File: config.mk
export PLATFORM = sky130hd
export DESIGN_NAME = keyed_ctl_regs
export DESIGN_NICKNAME = d
export VERILOG_FILES = /design/src/rtl/kc_pkg.sv /design/src/rtl/kc_stage_reg.sv /design/src/rtl/kc_active_reg.sv /design/src/rtl/kc_read_port.sv /design/src/rtl/keyed_ctl_regs.sv
export SDC_FILE = /design/constraint.sdc
export NUM_CORES = 1
export LEC_CHECK = 0
export ABC_CLOCK_PERIOD_IN_PS = 3500
export BUFFER_PORTS_ARGS = -buffer_cell sky130_fd_sc_hd__buf_2
export CAP_MARGIN = 15
export CORE_UTILIZATION = 49
export DETAILED_ROUTE_END_ITERATION = 16
export PLACE_DENSITY_LB_ADDON = 0.08
export SLEW_MARGIN = 30
export SYNTH_ARGS = -nofsm -noshare
export SYNTH_HDL_FRONTEND = slang
export SYNTH_SLANG_ARGS = --single-unit
File: constraint.sdc
create_clock -name clk -period 3.5 [get_ports clk]
set_input_delay 0.35 -clock clk [delete_from_list [all_inputs] [get_ports clk]]
set_output_delay 0.35 -clock clk [all_outputs]
set_load 0.05 [all_outputs]
File: src/rtl/kc_pkg.sv
package kc_pkg;
  localparam int CTL_W = 6;
  localparam logic [2:0] MODE_OFF = 3'b010;
  localparam logic [2:0] MODE_ON  = 3'b101;

  typedef struct packed {
    logic [2:0] mode;
    logic       boot;
    logic [1:0] area;
  } ctl_t;

  localparam ctl_t CTL_RST = '{mode: MODE_OFF, boot: 1'b0, area: 2'b00};

  function automatic logic mode_ok(input logic [2:0] m);
    return (m == MODE_OFF) || (m == MODE_ON);
  endfunction

  function automatic logic [7:0] to_byte(input ctl_t c);
    return {c, 2'b00};
  endfunction

  function automatic ctl_t from_byte(input logic [7:0] b);
    return ctl_t'(b[7:2]);
  endfunction
endpackage

File: src/rtl/kc_stage_reg.sv
module kc_stage_reg
  import kc_pkg::*;
(
  input  logic       clk,
  input  logic       rst_n,
  input  logic       wr_stage,
  input  logic [7:0] wdata,
  output ctl_t       stage_q
);
  always_ff @(posedge clk or negedge rst_n) begin
    if (!rst_n)        stage_q <= CTL_RST;
    else if (wr_stage) stage_q <= from_byte(wdata);
  end

  // staging holds its value without a staging write
  p_stage_hold_r2: assert property (@(posedge clk) disable iff (!rst_n)
    !wr_stage |=> $stable(stage_q));
endmodule

File: src/rtl/kc_active_reg.sv
module kc_active_reg
  import kc_pkg::*;
#(
  parameter logic [7:0] COMMIT_KEY = 8'hD5
) (
  input  logic       clk,
  input  logic       rst_n,
  input  logic       wr_commit,
  input  logic [7:0] wdata,
  input  ctl_t       stage_q,
  input  logic       rd_err,
  output ctl_t       active_q,
  output logic       err_q,
  output logic       commit_ok,
  output logic       commit_bad,
  output logic       cmd_en,
  output logic       boot_vis,
  output logic [1:0] area_sel,
  output logic       remap_window,
  output logic       code_space
);
  logic key_hit;
  assign key_hit    = wr_commit && (wdata == COMMIT_KEY);
  assign commit_ok  = key_hit && mode_ok(stage_q.mode);
  assign commit_bad = key_hit && !mode_ok(stage_q.mode);

  always_ff @(posedge clk or negedge rst_n) begin
    if (!rst_n)         active_q <= CTL_RST;
    else if (commit_ok) active_q <= stage_q;
  end

  always_ff @(posedge clk or negedge rst_n) begin
    if (!rst_n)          err_q <= 1'b0;
    else if (commit_bad) err_q <= 1'b1;
    else if (rd_err)     err_q <= 1'b0;
  end

  assign cmd_en       = (active_q.mode == MODE_ON);
  assign boot_vis     = active_q.boot;
  assign area_sel     = active_q.area;
  assign remap_window = active_q.area[0];
  assign code_space   = active_q.area[1];

  // the active copy moves only after an accepted key write
  p_active_only_on_key_r3: assert property (@(posedge clk) disable iff (!rst_n)
    !$stable(active_q) |-> $past(commit_ok));
  // a non-key byte at the commit address touches nothing
  p_wrong_key_ignored_r4: assert property (@(posedge clk) disable iff (!rst_n)
    (wr_commit && wdata != COMMIT_KEY) |=> ($stable(active_q) && $stable(err_q)));
  // a refused commit keeps the active copy and raises the flag
  p_bad_commit_r5: assert property (@(posedge clk) disable iff (!rst_n)
    commit_bad |=> ($stable(active_q) && err_q));
  // reading the flag clears it
  p_err_clear_r5: assert property (@(posedge clk) disable iff (!rst_n)
    (rd_err && !commit_bad) |=> !err_q);
  // the active mode never holds a reserved code
  p_mode_legal_r6: assert property (@(posedge clk) disable iff (!rst_n)
    mode_ok(active_q.mode));
endmodule

File: src/rtl/kc_read_port.sv
module kc_read_port
  import kc_pkg::*;
#(
  parameter int              ADDR_W      = 16,
  parameter logic [ADDR_W-1:0] STAGE_ADDR  = 16'h0FD0,
  parameter logic [ADDR_W-1:0] ACTIVE_ADDR = 16'h0FD2,
  parameter logic [ADDR_W-1:0] ERR_ADDR    = 16'h0FD3
) (
  input  logic              clk,
  input  logic              rst_n,
  input  logic              re,
  input  logic [ADDR_W-1:0] addr,
  input  ctl_t              stage_q,
  input  ctl_t              active_q,
  input  logic              err_q,
  output logic              rd_err,
  output logic [7:0]        rdata
);
  logic [7:0] rd_mux;

  assign rd_err = re && (addr == ERR_ADDR);

  always_comb begin
    rd_mux = 8'h00;
    if      (addr == STAGE_ADDR)  rd_mux = to_byte(stage_q);
    else if (addr == ACTIVE_ADDR) rd_mux = to_byte(active_q);
    else if (addr == ERR_ADDR)    rd_mux = {7'd0, err_q};
  end

  always_ff @(posedge clk or negedge rst_n) begin
    if (!rst_n)  rdata <= 8'h00;
    else if (re) rdata <= rd_mux;
    else         rdata <= 8'h00;
  end

  // idle bus cycle gives zero read data
  p_idle_zero_r8: assert property (@(posedge clk) disable iff (!rst_n)
    !re |=> (rdata == 8'h00));
  // reserved low bits never read back set
  p_low_bits_zero_r2: assert property (@(posedge clk) disable iff (!rst_n)
    (re && addr == STAGE_ADDR) |=> (rdata[1:0] == 2'b00));
endmodule

File: src/rtl/keyed_ctl_regs.sv
module keyed_ctl_regs
  import kc_pkg::*;
#(
  parameter int                ADDR_W      = 16,
  parameter logic [ADDR_W-1:0] STAGE_ADDR  = 16'h0FD0,
  parameter logic [ADDR_W-1:0] COMMIT_ADDR = 16'h0FD1,
  parameter logic [ADDR_W-1:0] ACTIVE_ADDR = 16'h0FD2,
  parameter logic [ADDR_W-1:0] ERR_ADDR    = 16'h0FD3,
  parameter logic [7:0]        COMMIT_KEY  = 8'hD5
) (
  input  logic              clk,
  input  logic              rst_n,
  input  logic [ADDR_W-1:0] addr,
  input  logic [7:0]        wdata,
  input  logic              we,
  input  logic              re,
  output logic [7:0]        rdata,
  output logic              cmd_en,
  output logic              boot_vis,
  output logic [1:0]        area_sel,
  output logic              remap_window,
  output logic              code_space
);
  logic wr_stage, wr_commit, rd_err, err_q, commit_ok, commit_bad;
  ctl_t stage_q, active_q;

  assign wr_stage  = we && (addr == STAGE_ADDR);
  assign wr_commit = we && (addr == COMMIT_ADDR);

  kc_stage_reg u_stage (
    .clk(clk), .rst_n(rst_n), .wr_stage(wr_stage), .wdata(wdata), .stage_q(stage_q)
  );

  kc_active_reg #(.COMMIT_KEY(COMMIT_KEY)) u_active (
    .clk(clk), .rst_n(rst_n), .wr_commit(wr_commit), .wdata(wdata),
    .stage_q(stage_q), .rd_err(rd_err), .active_q(active_q), .err_q(err_q),
    .commit_ok(commit_ok), .commit_bad(commit_bad), .cmd_en(cmd_en),
    .boot_vis(boot_vis), .area_sel(area_sel), .remap_window(remap_window),
    .code_space(code_space)
  );

  kc_read_port #(
    .ADDR_W(ADDR_W), .STAGE_ADDR(STAGE_ADDR), .ACTIVE_ADDR(ACTIVE_ADDR), .ERR_ADDR(ERR_ADDR)
  ) u_read (
    .clk(clk), .rst_n(rst_n), .re(re), .addr(addr), .stage_q(stage_q),
    .active_q(active_q), .err_q(err_q), .rd_err(rd_err), .rdata(rdata)
  );

  // a staging write never moves the active outputs in the next cycle
  p_stage_no_effect_r9: assert property (@(posedge clk) disable iff (!rst_n)
    wr_stage |=> ($stable(cmd_en) && $stable(boot_vis) && $stable(area_sel)));
endmodule

==> PnR_summary.wiki <==
{| class="wikitable"
! Metric !! Value
|-
| Ordered cell list for the critical path || buf_2, or4b_4, nor4_4, and4bb_1, mux2_1
|-
| H-tree lvl count || 1
|-
| Net count of the mapped netlist || 102
|-
| Peak Freq || 526 MHz
|-
| Worst Path Class, Setup || in2reg
|-
| Post-detail-place hpwl || 1.30 mm
|-
| Routability-driven placement congestion ratio || 0.707
|-
| Overflow after GRT || 0
|-
| Setup-failing EPs final || 0
|-
| Instance count on the critical path || 5
|-
| Number of nets at the end of the flow || 143
|-
| Static leakage || 0.649 nW
|-
| Max cap viols || 0
|-
| Final std cell area, no fill || 0.00119 mm^2
|-
| Die boundary width || 46.3 um
|-
| Starting density of the core || 53.8%
|-
| Core ar. || 0.00178 mm^2
|-
| Data required time of the critical path || 3.68 ns
|-
| Sort of element at the end of the critical path || flip-flop
|-
| CTS tree || built
|-
| Worst IR drop on VDD || 0.000257 V
|-
| Power after layout || 0.000367 W
|-
| DRC violations left || 0
|-
| Number of inserted filler cells in the final layout || 149
|-
| Total of warnings raised by yosys || 0
|-
| Highest fanout seen on the critical path || 6
|-
| Layout-stage area growth over the synthesis result || 23.9%
|-
| FP Rows || 15
|-
| Number of top-level pins || 42
|-
| Clock Latency Late Sink || 0.29 ns
|-
| Final count of pins violating max slew || 0
|-
| RSZ-0062 raised after global routing || false
|-
| Kind of path behind the tightest hold check || in2reg
|-
| Footprint of the multi-input gates || 422 um^2
|-
| Synthesized area || 960 um^2
|-
| Total Die Area || 0.00214 mm^2
|-
| Startpoint types || input port
|-
| Library cell contributing the largest single delay on the critical path || sky130_fd_sc_hd__or4b_4
|-
| Via/cell ratio || 5.03
|-
| FF/Latch Area || 503 um^2
|-
| Power per cell area || 308 mW/mm^2
|-
| Largest net degree at the start of global routing || 21
|-
| Post-route clock skew || 0.00113 ns
|-
| Worst Hold Path Cells || 2
|-
| Total CTS buffers || 3
|-
| CTS clock-pin slew for the worst setup and hold paths || 0.10 ns
|-
| Post-CTS setup buffers || 0
|-
| Routed wire length || 1.64 mm
|-
| R2R cell count || 4
|-
| Status || finished clean
|-
| Post-synthesis instance total || 74
|-
| CTS root buffer || sky130_fd_sc_hd__clkbuf_4
|-
| Top delay family on crit path || simple AND/OR/NAND/NOR gates
|-
| Die height || 46.3 um
|-
| Vias in the first global route || 616
|-
| Count of state elements after synthesis || 20
|-
| CP arrival || 2.08 ns
|-
| Mean cell area of the mapped netlist || 13.0 um^2
|-
| First-pass GRT wire length || 2.55 mm
|-
| First-pass iteration count of the detailed router || 4
|-
| Cell taking the most area after synthesis || sky130_fd_sc_hd__dfrtp_1
|-
| Port Buffer Count || 40
|-
| Number of buffers on the longest clock path || 2
|-
| CTS Hold Buffers Added || 1
|-
| Crit share post-route || 54.4%
|-
| Antenna fix cells || 0
|-
| Area share of the largest cell type after synthesis || 46.9%
|-
| Detailed-route via count || 694
|-
| Number of routed nets with antenna violations || 0
|-
| Final Critical Period || 1.90 ns
|-
| Dpl cell area || 0.00116 mm^2
|-
| Initial antenna violation count || 0
|-
| Setup slack at placement || 1.28 ns
|-
| Register area share after synthesis || 52.4%
|-
| Maximum single-stage delay on the critical path || 0.56 ns
|-
| Total of cells resized after clock tree synthesis || 0
|-
| Number of distinct standard cells referenced by the synthesized netlist || 25
|-
| Hold_ws || 0.287 ns
|-
| Total Neg Setup Slack || 0 ns
|-
| Setup ws final || 1.60 ns
|-
| Overall fraction of global-route tracks in use || 17.6%
|-
| Wire length per cell || 11.9 um
|-
| Main area contributors after synthesis || sky130_fd_sc_hd__dfrtp_1, sky130_fd_sc_hd__mux2_1, sky130_fd_sc_hd__mux2i_1, sky130_fd_sc_hd__dfstp_2, sky130_fd_sc_hd__buf_4
|-
| Buffers and inverters on the worst path || 1
|-
| Fraction of layout cells with a size suffix above 1 || 43.4%
|-
| Initial detailed-routing violation count || 8
|-
| Hold Vio Cnt, Final || 0
|-
| Number of sinks handled by clock tree synthesis || 20
|}
-- power breakdown --
part           internal, W  switching [W]  total (W)
clock network    0.0000401      0.0000621   0.000102
registers         0.000231   0.0000000218   0.000231
logic            0.0000163      0.0000169  0.0000333
-- cells in the final DEF, fill, tap and decap left out, types with 2 or more instances in the layout --
cell and instances:
sky130_fd_sc_hd__nor4bb_1 2, sky130_fd_sc_hd__mux2i_1 6, sky130_fd_sc_hd__nand2b_1 2, sky130_fd_sc_hd__dfrtp_1 18
sky130_fd_sc_hd__nand4b_1 2, sky130_fd_sc_hd__mux2_1 12, sky130_fd_sc_hd__nor2_1 7, sky130_fd_sc_hd__nor4_1 2
sky130_fd_sc_hd__dfstp_2 2, sky130_fd_sc_hd__buf_2 40, sky130_fd_sc_hd__clkbuf_4 3, sky130_fd_sc_hd__nand2_1 3
-- stage by stage --
step	utilization, %	instances
after CTS	66.7	138
after floorplan	-	74
after global placement	64.8	134
final	66.7	138
after global routing	66.7	138
after detailed placement	64.8	134
-- worst register-to-register path, delay by kind of cell (launching register included) --
family	cells	cell delay (ns)
AND/OR/NAND/NOR	2	0.32
multiplexers	1	0.38
AO/OA/AOI/OAI	1	0.22
flip-flops	1	0.57
-- registers in the layout, summed over array words and instances, names as in the netlist --
name and count:
u_active.active_q 3, u_read.rdata 7, u_stage.stage_q 6, u_active.boot_vis 1, u_active.err_q 1, u_active.area_sel 2
-- synth_stat cells --
cell type                   number
sky130_fd_sc_hd__and4_1          1
sky130_fd_sc_hd__and4bb_1        1
sky130_fd_sc_hd__buf_2           1
sky130_fd_sc_hd__buf_4           4
sky130_fd_sc_hd__conb_1          1
sky130_fd_sc_hd__dfrtp_1        18
sky130_fd_sc_hd__dfstp_2         2
sky130_fd_sc_hd__mux2_1         12
sky130_fd_sc_hd__mux2i_1         6
sky130_fd_sc_hd__nand2_1         3
sky130_fd_sc_hd__nand2b_1        2
sky130_fd_sc_hd__nand3_1         1
sky130_fd_sc_hd__nand3b_1        1
sky130_fd_sc_hd__nand4_1         1
sky130_fd_sc_hd__nand4_2         1
sky130_fd_sc_hd__nand4b_1        2
sky130_fd_sc_hd__nand4bb_1       1
sky130_fd_sc_hd__nor2_1          7
sky130_fd_sc_hd__nor4_1          2
sky130_fd_sc_hd__nor4_4          1
sky130_fd_sc_hd__nor4bb_1        2
sky130_fd_sc_hd__o22ai_1         1
sky130_fd_sc_hd__o2bb2ai_1       1
sky130_fd_sc_hd__or3b_2          1
sky130_fd_sc_hd__or4b_4          1
-- cell type report --
cell class,instances,area share [%]
Tap cell,25,2.63
Sequential cell,20,42.3
Clock buffer,3,1.89
Multi-Input combinational cell,49,35.5
Timing Repair Buffer,41,17.7
-- metal layers --
| metal | global-route usage, % | routed length (um) | vias to the layer above |
|---|---|---|---|
| met5 | 0 | 0 | - |
| met4 | 8.82 | 29 | 0 |
| met3 | 6.27 | 108 | 4 |
| met2 | 28.2 | 761 | 28 |
| met1 | 20.9 | 738 | 312 |
| li1 | - | - | 350 |
-- final timing paths --
kind,end,slack [ns],from
hold reg to reg,u_active.err_q,0.51,u_active.err_q
hold / removal,u_stage.stage_q[4],0.29,wdata[6]
setup / recovery,u_stage.stage_q[0],1.60,addr[15]
setup reg to reg,u_active.area_sel[0],1.90,u_stage.stage_q[4]
min in group asynchronous,u_read.rdata[6],0.52,rst_n
max in group asynchronous,u_stage.stage_q[4],2.65,rst_n
-- cell families (layout without fill, tap and decap cells) --
group / after synthesis / count (layout) / synth area share [%]
AND/OR/NAND/NOR: 28 / 28 / 21.6
flip-flops: 20 / 20 / 52.4
multiplexers: 18 / 18 / 20.3
buffers and inverters: 5 / 44 / 3.65
AO/OA/AOI/OAI: 2 / 2 / 1.57
other: 1 / 1 / 0.391
No activity file was read; power rests on OpenSTA's default activity.
